<file path="config.mk">
export PLATFORM = sky130hd
export DESIGN_NAME = period_capture_timer
export DESIGN_NICKNAME = d
export VERILOG_FILES = /design/src/rtl/pct_pkg.sv /design/src/rtl/pct_input_sync.sv /design/src/rtl/pct_ctrl.sv /design/src/rtl/pct_datapath.sv /design/src/rtl/period_capture_timer.sv
export SDC_FILE = /design/constraint.sdc
export NUM_CORES = 1
export LEC_CHECK = 0
export BUFFER_PORTS_ARGS = -buffer_cell sky130_fd_sc_hd__buf_2
export CAP_MARGIN = 40
export CORE_ASPECT_RATIO = 1.75
export CORE_MARGIN = 5
export CORE_UTILIZATION = 35
export DETAILED_ROUTE_END_ITERATION = 10
export PLACE_DENSITY = 0.65
export SYNTH_ARGS = -nofsm -noshare
export SYNTH_HDL_FRONTEND = slang
export SYNTH_SLANG_ARGS = --single-unit
</file>
<file path="constraint.sdc">
create_clock -name clk -period 2.53 [get_ports clk]
set_input_delay 0.3795 -clock clk [delete_from_list [all_inputs] [get_ports clk]]
set_output_delay 0.3795 -clock clk [all_outputs]
set_load 0.02 [all_outputs]
</file>
<file path="src/rtl/pct_pkg.sv">
package pct_pkg;
  localparam logic [1:0] ADDR_CTRL   = 2'd0;
  localparam logic [1:0] ADDR_COUNT  = 2'd1;
  localparam logic [1:0] ADDR_CAPT   = 2'd2;
  localparam logic [1:0] ADDR_STATUS = 2'd3;

  typedef struct packed {
    logic capture;  // detected edge: capture and reload
    logic load;     // software counter write
  } dpStrobes_t;
endpackage

</file>
<file path="src/rtl/pct_input_sync.sv">
module pct_input_sync #(
  parameter int MAX_STAGES = 2
) (
  input  logic       clk,
  input  logic       rstN,
  input  logic [1:0] syncMode,
  input  logic       trigIn,
  output logic       syncOut
);
  logic [MAX_STAGES:0] chain;
  assign chain[0] = trigIn;

  for (genvar g = 0; g < MAX_STAGES; g++) begin : gStage
    always_ff @(posedge clk) begin
      if (!rstN) chain[g+1] <= 1'b0;
      else       chain[g+1] <= chain[g];
    end
  end

  always_comb begin
    syncOut = chain[MAX_STAGES];
    for (int i = 0; i <= MAX_STAGES; i++)
      if (int'(syncMode) == i) syncOut = chain[i];
  end
endmodule

</file>
<file path="src/rtl/pct_ctrl.sv">
module pct_ctrl
  import pct_pkg::*;
#(
  parameter int CNT_W = 32
) (
  input  logic             clk,
  input  logic             rstN,
  input  logic             trigIn,
  input  logic [1:0]       regAddr,
  input  logic             regWrEn,
  input  logic [3:0]       wrBits,
  input  logic [CNT_W-1:0] countVal,
  input  logic [CNT_W-1:0] captVal,
  input  logic             ovfHit,
  output dpStrobes_t       strobes,
  output logic [CNT_W-1:0] rdData,
  output logic             irqOut
);
  logic [3:0] cfgQ;
  logic       syncOut, prevQ, riseDet, fallDet, edgePulse;
  logic [2:0] statusQ, clrBits;
  logic       missedSet;

  pct_input_sync #(.MAX_STAGES(2)) sync_i (
    .clk(clk), .rstN(rstN), .syncMode(cfgQ[1:0]),
    .trigIn(trigIn), .syncOut(syncOut)
  );

  always_ff @(posedge clk) begin
    if (!rstN) begin
      cfgQ  <= '0;
      prevQ <= 1'b0;
    end else begin
      if (regWrEn && regAddr == ADDR_CTRL) cfgQ <= wrBits;
      prevQ <= syncOut;
    end
  end

  assign riseDet   = syncOut & ~prevQ;
  assign fallDet   = ~syncOut & prevQ;
  assign edgePulse = (cfgQ[2] & riseDet) | (cfgQ[3] & fallDet);

  assign clrBits   = (regWrEn && regAddr == ADDR_STATUS) ? wrBits[2:0] : 3'b000;
  assign missedSet = edgePulse & statusQ[0] & ~clrBits[0];

  always_ff @(posedge clk) begin
    if (!rstN) statusQ <= '0;
    else begin
      statusQ[0] <= edgePulse | (statusQ[0] & ~clrBits[0]);
      statusQ[1] <= missedSet | (statusQ[1] & ~clrBits[1]);
      statusQ[2] <= ovfHit    | (statusQ[2] & ~clrBits[2]);
    end
  end

  assign strobes.capture = edgePulse;
  assign strobes.load    = regWrEn && regAddr == ADDR_COUNT;
  assign irqOut          = statusQ[0];

  always_comb begin
    unique case (regAddr)
      ADDR_CTRL:  rdData = {{(CNT_W-4){1'b0}}, cfgQ};
      ADDR_COUNT: rdData = countVal;
      ADDR_CAPT:  rdData = captVal;
      default:    rdData = {{(CNT_W-3){1'b0}}, statusQ};
    endcase
  end

  AST_IRQ_STICKY: assert property (@(posedge clk) disable iff (!rstN)
    irqOut && !(regWrEn && regAddr == ADDR_STATUS && wrBits[0]) |=> irqOut);
  AST_MISSED_STICKY: assert property (@(posedge clk) disable iff (!rstN)
    statusQ[1] && !(regWrEn && regAddr == ADDR_STATUS && wrBits[1]) |=> statusQ[1]);
  AST_EDGE_PULSE: assert property (@(posedge clk) disable iff (!rstN)
    edgePulse && cfgQ[3:2] == 2'b01 |=> !edgePulse || !$stable(cfgQ));
  AST_NO_SEL_NO_CAPT: assert property (@(posedge clk) disable iff (!rstN)
    cfgQ[3:2] == 2'b00 |-> !strobes.capture);
endmodule

</file>
<file path="src/rtl/pct_datapath.sv">
module pct_datapath
  import pct_pkg::*;
#(
  parameter int CNT_W = 32
) (
  input  logic             clk,
  input  logic             rstN,
  input  logic             countEn,
  input  dpStrobes_t       strobes,
  input  logic [CNT_W-1:0] loadVal,
  output logic [CNT_W-1:0] countVal,
  output logic [CNT_W-1:0] captVal,
  output logic             ovfHit
);
  localparam logic [CNT_W-1:0] CNT_MAX = {CNT_W{1'b1}};

  logic [CNT_W-1:0] cntQ, capQ, cntNext;

  assign cntNext = (!countEn || cntQ == CNT_MAX) ? cntQ : cntQ + 1'b1;
  assign ovfHit  = countEn && cntQ == CNT_MAX - 1'b1 && !strobes.capture && !strobes.load;

  always_ff @(posedge clk) begin
    if (!rstN) begin
      cntQ <= '0;
      capQ <= '0;
    end else if (strobes.capture) begin
      capQ <= cntNext;
      cntQ <= '0;
    end else if (strobes.load) begin
      cntQ <= loadVal;
    end else begin
      cntQ <= cntNext;
    end
  end

  assign countVal = cntQ;
  assign captVal  = capQ;

  AST_RELOAD_ZERO: assert property (@(posedge clk) disable iff (!rstN)
    strobes.capture |=> countVal == '0);
  AST_CAP_PRE_RELOAD: assert property (@(posedge clk) disable iff (!rstN)
    strobes.capture && countEn && cntQ != CNT_MAX |=> captVal == $past(cntQ) + 1'b1);
  AST_SATURATE: assert property (@(posedge clk) disable iff (!rstN)
    cntQ == CNT_MAX && !strobes.capture && !strobes.load |=> cntQ == CNT_MAX);
  AST_HOLD_DISABLED: assert property (@(posedge clk) disable iff (!rstN)
    !countEn && !strobes.capture && !strobes.load |=> $stable(cntQ));
endmodule

</file>
<file path="src/rtl/period_capture_timer.sv">
module period_capture_timer
  import pct_pkg::*;
#(
  parameter int CNT_W = 32
) (
  input  logic             clk,
  input  logic             rstN,
  input  logic             countEn,
  input  logic             trigIn,
  input  logic [1:0]       regAddr,
  input  logic             regWrEn,
  input  logic [CNT_W-1:0] regWrData,
  output logic [CNT_W-1:0] regRdData,
  output logic             irqOut
);
  dpStrobes_t       strobes;
  logic [CNT_W-1:0] countVal, captVal;
  logic             ovfHit;

  pct_ctrl #(.CNT_W(CNT_W)) ctrl_i (
    .clk(clk), .rstN(rstN), .trigIn(trigIn), .regAddr(regAddr),
    .regWrEn(regWrEn), .wrBits(regWrData[3:0]), .countVal(countVal),
    .captVal(captVal), .ovfHit(ovfHit), .strobes(strobes),
    .rdData(regRdData), .irqOut(irqOut)
  );

  pct_datapath #(.CNT_W(CNT_W)) dp_i (
    .clk(clk), .rstN(rstN), .countEn(countEn), .strobes(strobes),
    .loadVal(regWrData), .countVal(countVal), .captVal(captVal),
    .ovfHit(ovfHit)
  );
endmodule

</file>
* Word-level counts from Yosys, hierarchy flattened *
Cells that the tools add are included.
Widths: inputs -> output; s select.

word-level totals
  output and inout bits = 33
  register bits after elaboration = 74
  bits of input ports = 39

operators by class
  add/sub/neg operators = 1
  reduce and logical (&&, ||, !) cells = 13
  mux-type cells = 7
  bitwise gates (word level) = 19
  equal/unequal tests = 7

operator list
  kind                   count
  $pmux 32 s3            1
  $eq 32x32->1 const B   2
  $mux 32                2
  $add 32x1->32 const B  1
  $and 1x1->1            9
  $eq 2x2->1 const B     4
  $logic_and 1x1->1      6
  $not 1->1              6
  $logic_not 2->1        2
  $or 1x1->1             4
  $logic_not 1->1        3
  $mux 1                 3
  $mux 3                 1
  $eq 2x1->1 const B     1
  $reduce_or 2->1        1
  $logic_or 1x1->1       1

* Depth between registers and ports, before layout *
  depth in word-level cells = 12
  mapped depth = 8
  gate-level depth less buffers = 7

* Hierarchy *
From an unflattened synthesis, not the netlist that was laid out.

second synthesis, totals
  cells, all modules = 447
  area, all modules = 3948.8 µm²

modules (own cells, without submodules)
  module          area each (µm²)  instances  cells an instance
  pct_datapath    3099.2           1          361
  pct_ctrl        778.2            1          79
  pct_input_sync  71.3             1          7

* Worst setup path before layout *
OpenSTA, ideal clock, no wires.

  path type = input -> output
  start point = input regAddr[1]
  end point = output regRdData[3]
  data required time = 2.151 ns
  slack = 0.488 ns
  stages on the path = 6
  arrival time = 1.662 ns
  path through = clkbuf_1 > nor2b_1 > clkbuf_1 > buf_1 > nand2_1 > o21ai_0

on the way
  longest elaborated chain between the ends = 2
  elaborated cells on any way between the ends = 4
  classes of those cells = eq/ne (2); mux (1); reduce/logical (1)

ends and longest elaborated chain
  item                                      line                        text
  from (decl)                               period_capture_timer.sv:10  input logic [1:0] regAddr,
  $eq 2x2->1, or another cell as far along  pct_ctrl.sv:60              unique case (regAddr)
  $pmux 32 s3 (*)                           pct_ctrl.sv:60
  to (decl)                                 period_capture_timer.sv:13  output logic [CNT_W-1:0] regRdData,

Mark *: on every way between the ends. The rest lies on a longest branch, timed or not.

* Final worst setup path *
  start point = register dp_i.cntQ[16], in the netlist dp_i.countVal[16]
  end point = register dp_i.cntQ[5], in the netlist dp_i.countVal[5]

on the way
  longest elaborated chain between the ends = 4

ends and longest elaborated chain
  item                    line                text
  from (decl)             pct_datapath.sv:17  logic [CNT_W-1:0] cntQ, capQ, cntNext;
  from (signal assigned)  pct_datapath.sv:30  cntQ <= loadVal;
  from (signal assigned)  pct_datapath.sv:32  cntQ <= cntNext;
  $eq 32x32->1            pct_datapath.sv:19  assign cntNext = (!countEn || cntQ == CNT_MAX) ? cntQ : cntQ + 1'b1;
  $logic_or 1x1->1        pct_datapath.sv:19
  $mux 32                 pct_datapath.sv:19
  $mux 32                 pct_datapath.sv:29  end else if (strobes.load) begin

No other way between the ends.
A chain may end at the register's enable or synchronous reset.

==> impl_metrics.json <==
{
  "setup_ws_ns": 0.1989,
  "io_buffers": 71,
  "start_util_pct": 35.26,
  "gp_congestion": 0.9040,
  "whs_path_depth": 2,
  "synth_top_cell_by_area": "dfxtp_1",
  "synth-edff-count": 0,
  "synth_seq_cells": 74,
  "power.share.switching_pct": 24.69,
  "via_count": 3353,
  "min_from": "trigIn",
  "htree_levels": 3,
  "fp-row-count": 49,
  "max_freq_mhz": 429.0,
  "gr-usage-met1_pct": 19.55,
  "p_sw_w": 0.0006732,
  "grt_overflow": 0,
  "reg2reg_depth": 7,
  "clk_pin_slew_ns": 0.06,
  "area_delta_synth_final_pct": 24.48,
  "multiInputGateArea_um2": 1983,
  "syn_area_um2": 3588,
  "seqCellArea_um2": 1481,
  "grt_usage_pct": 18.41,
  "regToRegStartpoint": "dp_i.countVal[16]$_SDFF_PP0_",
  "cts.sinks": 74,
  "rsz0062_at_grt": "no",
  "diodes": 0,
  "ant_nets": 0,
  "async_reset_ff_share_pct": 0,
  "required_ns": 2.75,
  "dpl_cell_area_um2": 4177,
  "endpoint_kind": "register",
  "drc": 0,
  "route.detailed.wl_per_inst_um": 18.46,
  "cts_tree": "built",
  "synth_cell_type_count": 42,
  "irDropWorstVdd_mv": 0.2988,
  "status": "completed",
  "viasPerCell": 5.579,
  "ys_seq_area_share_pct": 41.28,
  "min_path_type": "in -> reg",
  "busiest_layer": "met2",
  "fillers": 1070,
  "dr.pass1.iters": 4,
  "clk_latency_ns": 0.33,
  "antenna_found_initial": 0,
  "yosysTopAreaCellShare_pct": 41.28,
  "synthCells": 393,
  "skew_ns": 0.004993,
  "post_cts_buffers": 0,
  "setup-violations-final": 0,
  "seq_power_share_pct": 45.6,
  "die_area_um2": 12460,
  "min_period_over_period_pct": 92.14,
  "tns_ns": 0,
  "place_ws_ns": 0.2257,
  "grt_pass1_vias": 3594,
  "io_pins": 72,
  "min_period_ns": 2.331,
  "leakage_nw": 1.673,
  "critPathMaxFanout": 11,
  "fin_nets": 510,
  "cts_buffers": 9,
  "finalHoldViolCount": 0,
  "wirelength_um": 11100,
  "slew_violations": 0,
  "global_route.usage.met2_pct": 34.06,
  "p_int_w": 0.002053,
  "synth_area_leaders": "dfxtp_1, a22o_1, o2bb2ai_1",
  "root_buffer": "clkbuf_16",
  "fp.dieH_um": 144.0,
  "power_density_nw_per_um2": 610.3,
  "dr.first_iter.drc_count": 245,
  "crit_arrival_ns": 2.56,
  "synth_ff_type": "dfxtp_1",
  "grt_max_degree": 32,
  "cap_violations": 0,
  "timing.hold.worst_endpoint": "ctrl_i.sync_i.chain[1]$_SDFF_PN0_",
  "core_area_um2": 10180,
  "critPathKind": "reg -> reg",
  "synth_nets": 434,
  "r2r_setup_slack_ns": 0.20,
  "start_kind": "register",
  "max_slew_margin_pct": 68.42,
  "fp.dieW_um": 86.54,
  "comb_power_share_pct": 9.9,
  "use_met3_pct": 3.328,
  "drive_gt1_share_pct": 25.53,
  "rr_endpoint": "dp_i.countVal[5]$_SDFF_PP0_",
  "clockPowerShare_pct": 44.5,
  "avgSynthCellArea_um2": 9.131,
  "stdcell_area_um2": 4467,
  "grt_pass1_wl_um": 17890,
  "tightest_slew_ns": 0.4698,
  "dp_hpwl_um": 8084,
  "yosys_warnings": 0,
  "cts.path.max_buffers": 2
}
==> cells by family after synthesis <==
kind of cell,after synthesis,synth area share [%]
flops,74,41.28
xor+xnor,28,6.834
simple gates,137,19.39
compound gates,107,23.82
mux,11,4.149
fa+ha+maj,2,0.6972
buf+inv,34,3.836
==> worst max-delay path, cell delays in order, from the launching register on <==
cell      delay, ns
dfxtp_1        0.45
nand4_2        0.23
or4_4          0.59
o31ai_2        0.19
buf_4          0.22
nor2_1         0.07
xnor2_1        0.16
a211oi_1       0.31
==> registers in the layout, summed over array words and instances (netlist names) <==
register             cells
ctrl_i.sync_i.chain      2
dp_i.countVal           32
ctrl_i.statusQ           3
ctrl_i.prevQ             1
dp_i.captVal            32
ctrl_i.cfgQ              4
==> timing repair <==
action                                  in CTS  in global routing
hold endpoints to repair                     0                  0
resized for setup                            0                  1
endpoints found under the setup margin       0                  1
hold buffers                                 0                  0
==> per-stage QoR <==
step / util (%) / total power (W) / hold slack, ns / instances
2_1_floorplan: - / 0.001418 / 0.4271 / 393
3_3_place_gp: 41.04 / 0.001531 / 0.4410 / 585
3_5_place_dp: 41.04 / 0.001535 / 0.4470 / 585
4_1_cts: 43.83 / 0.002747 / 0.2784 / 601
5_1_grt: 43.89 / 0.002825 / 0.2934 / 601
6_report: 43.89 / 0.002726 / 0.2808 / 601
==> cell type report <==
| class | instances | share of cell area (%) |
|---|---|---|
| clock inverter | 2 | 0.2241 |
| sequential | 74 | 33.17 |
| clock buffer | 14 | 6.134 |
| tap | 127 | 3.557 |
| inverter | 5 | 0.4202 |
| timing repair buffer | 94 | 12.10 |
| multi-input combinational | 285 | 44.40 |
==> power by group through the flow <==
stage | logic [W] | clock network, W | registers (W)
6_report | 0.000270 | 0.00121 | 0.00124
5_1_grt | 0.000295 | 0.00128 | 0.00125
4_1_cts | 0.000271 | 0.00124 | 0.00124
3_5_place_dp | 0.000269 | 0 | 0.00127
3_3_place_gp | 0.000267 | 0 | 0.00126
2_1_floorplan | 0.000159 | 0 | 0.00126
==> how the worst max path moves through the flow <==
stage	startpoint	to	slack (ns)	cells after the start
2_1_floorplan	regAddr[1]	regRdData[3]	0.49	6
3_3_place_gp	dp_i.countVal[16]$_SDFF_PP0_	dp_i.countVal[5]$_SDFF_PP0_	0.26	7
3_5_place_dp	dp_i.countVal[16]$_SDFF_PP0_	dp_i.countVal[5]$_SDFF_PP0_	0.23	7
4_1_cts	dp_i.countVal[16]$_SDFF_PP0_	dp_i.countVal[5]$_SDFF_PP0_	0.21	7
5_1_grt	dp_i.countVal[16]$_SDFF_PP0_	dp_i.countVal[14]$_SDFF_PP0_	0.06	6
6_report	dp_i.countVal[16]$_SDFF_PP0_	dp_i.countVal[5]$_SDFF_PP0_	0.20	7
==> per-layer routing <==
metal | share of wire [%] | up-vias | routed length (µm)
li1 | - | 1619 | -
met1 | 38 | 1613 | 4213
met2 | 54 | 96 | 6036
met3 | 4.4 | 25 | 487
met4 | 3.2 | 0 | 359
met5 | 0 | - | 0
==> synthesized netlist by cell type, types with 10 or more instances <==
library cell,instances
nand2_1,22
a211oi_1,29
nand4_1,11
nor2_1,38
dfxtp_1,74
nor3_1,11
a21oi_1,10
clkbuf_1,24
nand3_1,17
o2bb2ai_1,28
xnor2_1,22
a22o_1,32
==> layout by cell type, fill, tap and decap left out, drive strengths merged, types with 2 or more instances in the layout <==
cell type	count
a211oi	29
a21oi	10
a22o	32
and2	6
and3	4
buf	94
clkbuf	14
clkinv	2
dfxtp	74
ha	2
inv	5
mux2i	7
mux4	3
nand2	22
nand2b	2
nand3	17
nand4	12
nor2	38
nor2b	9
nor3	11
nor4	7
o21ai	2
o2bb2ai	28
o31ai	2
or3	4
xnor2	22
xor2	6
Note: power is estimated with default switching activity, not from simulation.
